File: config.mk
export PLATFORM = sky130hd
export DESIGN_NAME = tod_alarm_match
export DESIGN_NICKNAME = d
export VERILOG_FILES = /design/src/rtl/tod_alarm_pkg.sv /design/src/rtl/alarm_field_regs.sv /design/src/rtl/alarm_eq_cmp.sv /design/src/rtl/alarm_irq_edge.sv /design/src/rtl/tod_alarm_match.sv
export SDC_FILE = /design/constraint.sdc
export NUM_CORES = 1
export LEC_CHECK = 0
export BUFFER_PORTS_ARGS = -buffer_cell sky130_fd_sc_hd__buf_2
export CORE_ASPECT_RATIO = 0.7
export CORE_MARGIN = 5
export CORE_UTILIZATION = 45
export CTS_BUF_LIST = sky130_fd_sc_hd__clkbuf_2 sky130_fd_sc_hd__clkbuf_4 sky130_fd_sc_hd__clkbuf_8
export DETAILED_ROUTE_END_ITERATION = 12
export GPL_ROUTABILITY_DRIVEN = 0
export PLACE_DENSITY = 0.66
export RECOVER_POWER = 50
export SETUP_SLACK_MARGIN = 0.02
export SYNTH_ARGS = -nofsm -noshare
export SYNTH_HDL_FRONTEND = slang
export SYNTH_SLANG_ARGS = --single-unit
File: constraint.sdc
create_clock -name clk -period 2.7 [get_ports clk]
set_clock_uncertainty 0.15 [all_clocks]
set_input_delay 0.27 -clock clk [delete_from_list [all_inputs] [get_ports clk]]
set_output_delay 0.27 -clock clk [all_outputs]
set_load 0.005 [all_outputs]
File: src/rtl/tod_alarm_pkg.sv
package tod_alarm_pkg;
  localparam int NUM_FIELDS = 4;
  localparam int BUS_W      = 8;

  // Width of each alarm field: tenths, seconds, minutes, hours+PM
  function automatic int field_w(input int idx);
    case (idx)
      0:       return 4;
      1:       return 7;
      2:       return 7;
      default: return 6;
    endcase
  endfunction

  // Low bit position of a field inside the packed time word
  function automatic int field_lo(input int idx);
    int acc;
    acc = 0;
    for (int k = 0; k < idx; k++) acc += field_w(k);
    return acc;
  endfunction

  localparam int TIME_W = field_lo(NUM_FIELDS);
endpackage

File: src/rtl/alarm_field_regs.sv
module alarm_field_regs #(
  parameter int NUM_FIELDS = tod_alarm_pkg::NUM_FIELDS,
  parameter int BUS_W      = tod_alarm_pkg::BUS_W,
  parameter int TIME_W     = tod_alarm_pkg::TIME_W
) (
  input  logic                  clk,
  input  logic                  rst,
  input  logic [BUS_W-1:0]      wr_data,
  input  logic [NUM_FIELDS-1:0] wr_strobe,
  output logic [TIME_W-1:0]     alarm_hold
);
  logic [TIME_W-1:0] alarm_live;
  logic              any_write;

  assign any_write = |wr_strobe;

  for (genvar g = 0; g < NUM_FIELDS; g++) begin : g_field
    localparam int W  = tod_alarm_pkg::field_w(g);
    localparam int LO = tod_alarm_pkg::field_lo(g);
    logic [W-1:0] fld_q;
    logic [W-1:0] fld_d;

    if (g == NUM_FIELDS-1) begin : g_hours
      // top data bit carries the PM marker, the rest is the BCD hour
      assign fld_d = {wr_data[BUS_W-1], wr_data[W-2:0]};
    end else begin : g_plain
      assign fld_d = wr_data[W-1:0];
    end

    always_ff @(posedge clk) begin
      if (rst)               fld_q <= '0;
      else if (wr_strobe[g]) fld_q <= fld_d;
    end

    assign alarm_live[LO+W-1:LO] = fld_q;
  end

  // Holding copy: refreshed only when no field is being written
  always_ff @(posedge clk) begin
    if (rst)             alarm_hold <= '0;
    else if (!any_write) alarm_hold <= alarm_live;
  end
endmodule

File: src/rtl/alarm_eq_cmp.sv
module alarm_eq_cmp #(
  parameter int TIME_W = tod_alarm_pkg::TIME_W
) (
  input  logic              clk,
  input  logic              rst,
  input  logic [TIME_W-1:0] time_val,
  input  logic [TIME_W-1:0] alarm_val,
  output logic              match_q
);
  logic [TIME_W-1:0] diff_bits;

  assign diff_bits = time_val ^ alarm_val;

  // Reset value 1 pairs with the edge detector's history reset
  always_ff @(posedge clk) begin
    if (rst) match_q <= 1'b1;
    else     match_q <= ~|diff_bits;
  end
endmodule

File: src/rtl/alarm_irq_edge.sv
module alarm_irq_edge (
  input  logic clk,
  input  logic rst,
  input  logic match,
  input  logic flag_clr,
  output logic irq_q,
  output logic flag_q
);
  logic prev_q;
  logic rise;

  assign rise = match & ~prev_q;

  always_ff @(posedge clk) begin
    if (rst) begin
      prev_q <= 1'b1;
      irq_q  <= 1'b0;
      flag_q <= 1'b0;
    end else begin
      prev_q <= match;
      irq_q  <= rise;
      if (rise)          flag_q <= 1'b1;
      else if (flag_clr) flag_q <= 1'b0;
    end
  end
endmodule

File: src/rtl/tod_alarm_match.sv
module tod_alarm_match #(
  parameter int NUM_FIELDS = tod_alarm_pkg::NUM_FIELDS,
  parameter int BUS_W      = tod_alarm_pkg::BUS_W,
  parameter int TIME_W     = tod_alarm_pkg::TIME_W
) (
  input  logic                  clk,
  input  logic                  rst,
  input  logic [TIME_W-1:0]     time_val,
  input  logic [BUS_W-1:0]      wr_data,
  input  logic [NUM_FIELDS-1:0] wr_strobe,
  input  logic                  flag_clr,
  output logic                  match,
  output logic                  irq,
  output logic                  flag
);
  logic [TIME_W-1:0] alarm_hold;

  alarm_field_regs #(
    .NUM_FIELDS(NUM_FIELDS),
    .BUS_W     (BUS_W),
    .TIME_W    (TIME_W)
  ) u_regs (
    .clk       (clk),
    .rst       (rst),
    .wr_data   (wr_data),
    .wr_strobe (wr_strobe),
    .alarm_hold(alarm_hold)
  );

  alarm_eq_cmp #(
    .TIME_W(TIME_W)
  ) u_cmp (
    .clk      (clk),
    .rst      (rst),
    .time_val (time_val),
    .alarm_val(alarm_hold),
    .match_q  (match)
  );

  alarm_irq_edge u_edge (
    .clk     (clk),
    .rst     (rst),
    .match   (match),
    .flag_clr(flag_clr),
    .irq_q   (irq),
    .flag_q  (flag)
  );
endmodule

==> out/results.ini <==
[cts]
cts_hold_buf=0
cts_buffers=5
postCtsSetupBuffers=0
clock_latency_ps=300
cts_resized=0
cts_tree=yes
htreeDepth=2
clk_path_buf_depth=2
cts.sinks=52
clkTransAtPathRegs_ps=90
cts_root_buffer=clkbuf_8

[synthesis]
yosysTopAreaCellShare=0.497
yosys_warnings=0
synth_nets=264
ys_ff_latch=52
syn_inst=225
syn_area_per_cell_um2=9.30
synth_area_um2=2090
synth_largest_area_cell=dfxtp_1
yosysUniqueCellTypes=19
synthTopCellsByArea=dfxtp_1, mux2i_1, nand2_1
yosysSeqAreaShare=0.497

[outcome]
status=completed

[timing]
setup_tns_ps=0
rsz0062_at_grt=no
setup_viol=0
period_minus_slack_ps=1670
post-route-period-util=0.619
fmax_mhz=598
slew_headroom=0.107
hold_viol_final=0
worstMarginPinSlew_ps=1340
drv_slew=0

[grt]
grt_first_pass_wirelength_um=7050
antenna_found_initial=0
grt_max_degree=34
grt_pass1_vias=1428
overflow=0
grt.total_usage=0.154

[power]
total_leakage_power_uw=0.000981
power_uw=1410
ir_worst_vdd_mv=0.316
pwr_density_cell_nw_per_um2=595

[cells_and_area]
syn2layout_area_growth_pct=13.5
layout_commonest_cell=dfxtp_1
final_cell_mix=dfxtp_1, nand2_1, buf_2
finalNetCount=299
drive_above_1_share=0.196
antennaDiodeCount=0

[worst_setup_path]
critPathMaxFanout=33
arrival_ps=1720
worstSetupPathType=in -> reg
r2r_slack_ps=1290
required_ps=2750
startpoint_type=input port
endpoint_kind=flip-flop

[routing]
wl_um=4460
vias=1548
via_per_inst=4.91
first_iter_violations=67
postRouteAntennaNets=0
first_pass_iters=4
drc=0
wl_per_cell_um=14.2

[floorplanning]
die_h_um=67.1
num_io_pins=42
initial_core_util=0.473
dieArea_um2=6140
coreArea_um2=4430
die_x_um=91.5
row_count=20

[hold_path]
hp-class=in -> reg

[flow_run]
drv_cap=0

[placement]
hpwl_um=3260
io_buffers=41

path summary, 6_finish.rpt:
kind / startpoint / end / depth (start not counted)
worst max-delay path: rst / u_regs.g_field[0].fld_q[1] / 3
worst min register to register: u_edge.prev_q / u_edge.irq_q / 1
worst min-delay path: wr_data[7] / u_regs.g_field[3].fld_q[5] / 3
worst max register to register: u_regs.alarm_hold[15] / u_cmp.match_q / 4
state kept, by name, summed over array words and instances (netlist names):
| signal | flops |
|---|---|
| u_regs.g_field.fld_q | 24 |
| u_edge.prev_q | 1 |
| u_cmp.match_q | 1 |
| u_regs.alarm_hold | 24 |
| u_edge.flag_q | 1 |
| u_edge.irq_q | 1 |
critical path, stage by stage:
cell,delay [ps]
clkbuf_1,950
buf_4,410
nor2_1,80
through the flow:
stage / area [um2] / hold WS [ps] / setup slack [ps] / instances / util
CTS: 2380 / 43.8 / 1300 / 315 / 0.537
detailed placement: 2280 / 253 / 1050 / 308 / 0.515
floorplan: 2090 / 234 / 1140 / 225 / -
global route: 2380 / 56.5 / 883 / 315 / 0.536
global placement: 2280 / 240 / 1050 / 308 / 0.515
finish: 2380 / 47.1 / 1030 / 315 / 0.536
synthesized netlist by cell type, drive strengths merged:
cell	instances
dfxtp	52
nand2	48
nor2	25
a21oi	24
mux2i	24
xnor2	16
buf	9
xor2	8
clkbuf	6
nand4	4
nor4	4
a21o	1
a31o	1
nor3b	1
or2	1
or4	1
layer usage:
| layer | wire [um] | vias to the layer above | global-route usage |
|---|---|---|---|
| met5 | 0 | - | 0 |
| met4 | 52 | 0 | 0.0620 |
| met3 | 212 | 5 | 0.0598 |
| met2 | 1770 | 32 | 0.203 |
| met1 | 2430 | 705 | 0.219 |
| li1 | - | 806 | - |
layout make-up:
| cell class | instances | area (um2) |
|---|---|---|
| Timing Repair Buffer | 43 | 219 |
| Tap cell | 55 | 68.8 |
| Multi-Input combinational cell | 158 | 951 |
| Clock buffer | 7 | 96.3 |
| Fill cell | 449 | 2050 |
| Sequential cell | 52 | 1040 |
power breakdown:
group | total, uW | internal [uW] | switching, uW | leakage [uW]
clock network | 478 | 229 | 249 | 0.0000503
registers | 810 | 794 | 16.2 | 0.000425
logic | 127 | 61.2 | 65.4 | 0.000506
total | 1410 | 1080 | 331 | 0.000981
logic make-up (layout without fill, tap and decap cells):
| group | count (synthesis) | count (layout) | synth area share |
|---|---|---|---|
| AND/OR/NAND/NOR | 84 | 84 | 0.174 |
| buffers and inverters | 15 | 50 | 0.0484 |
| AO/OA/AOI/OAI | 26 | 26 | 0.0652 |
| multiplexers | 24 | 24 | 0.115 |
| XOR/XNOR | 24 | 24 | 0.100 |
| flip-flops | 52 | 52 | 0.497 |
No activity file was read; power rests on OpenSTA's default activity.
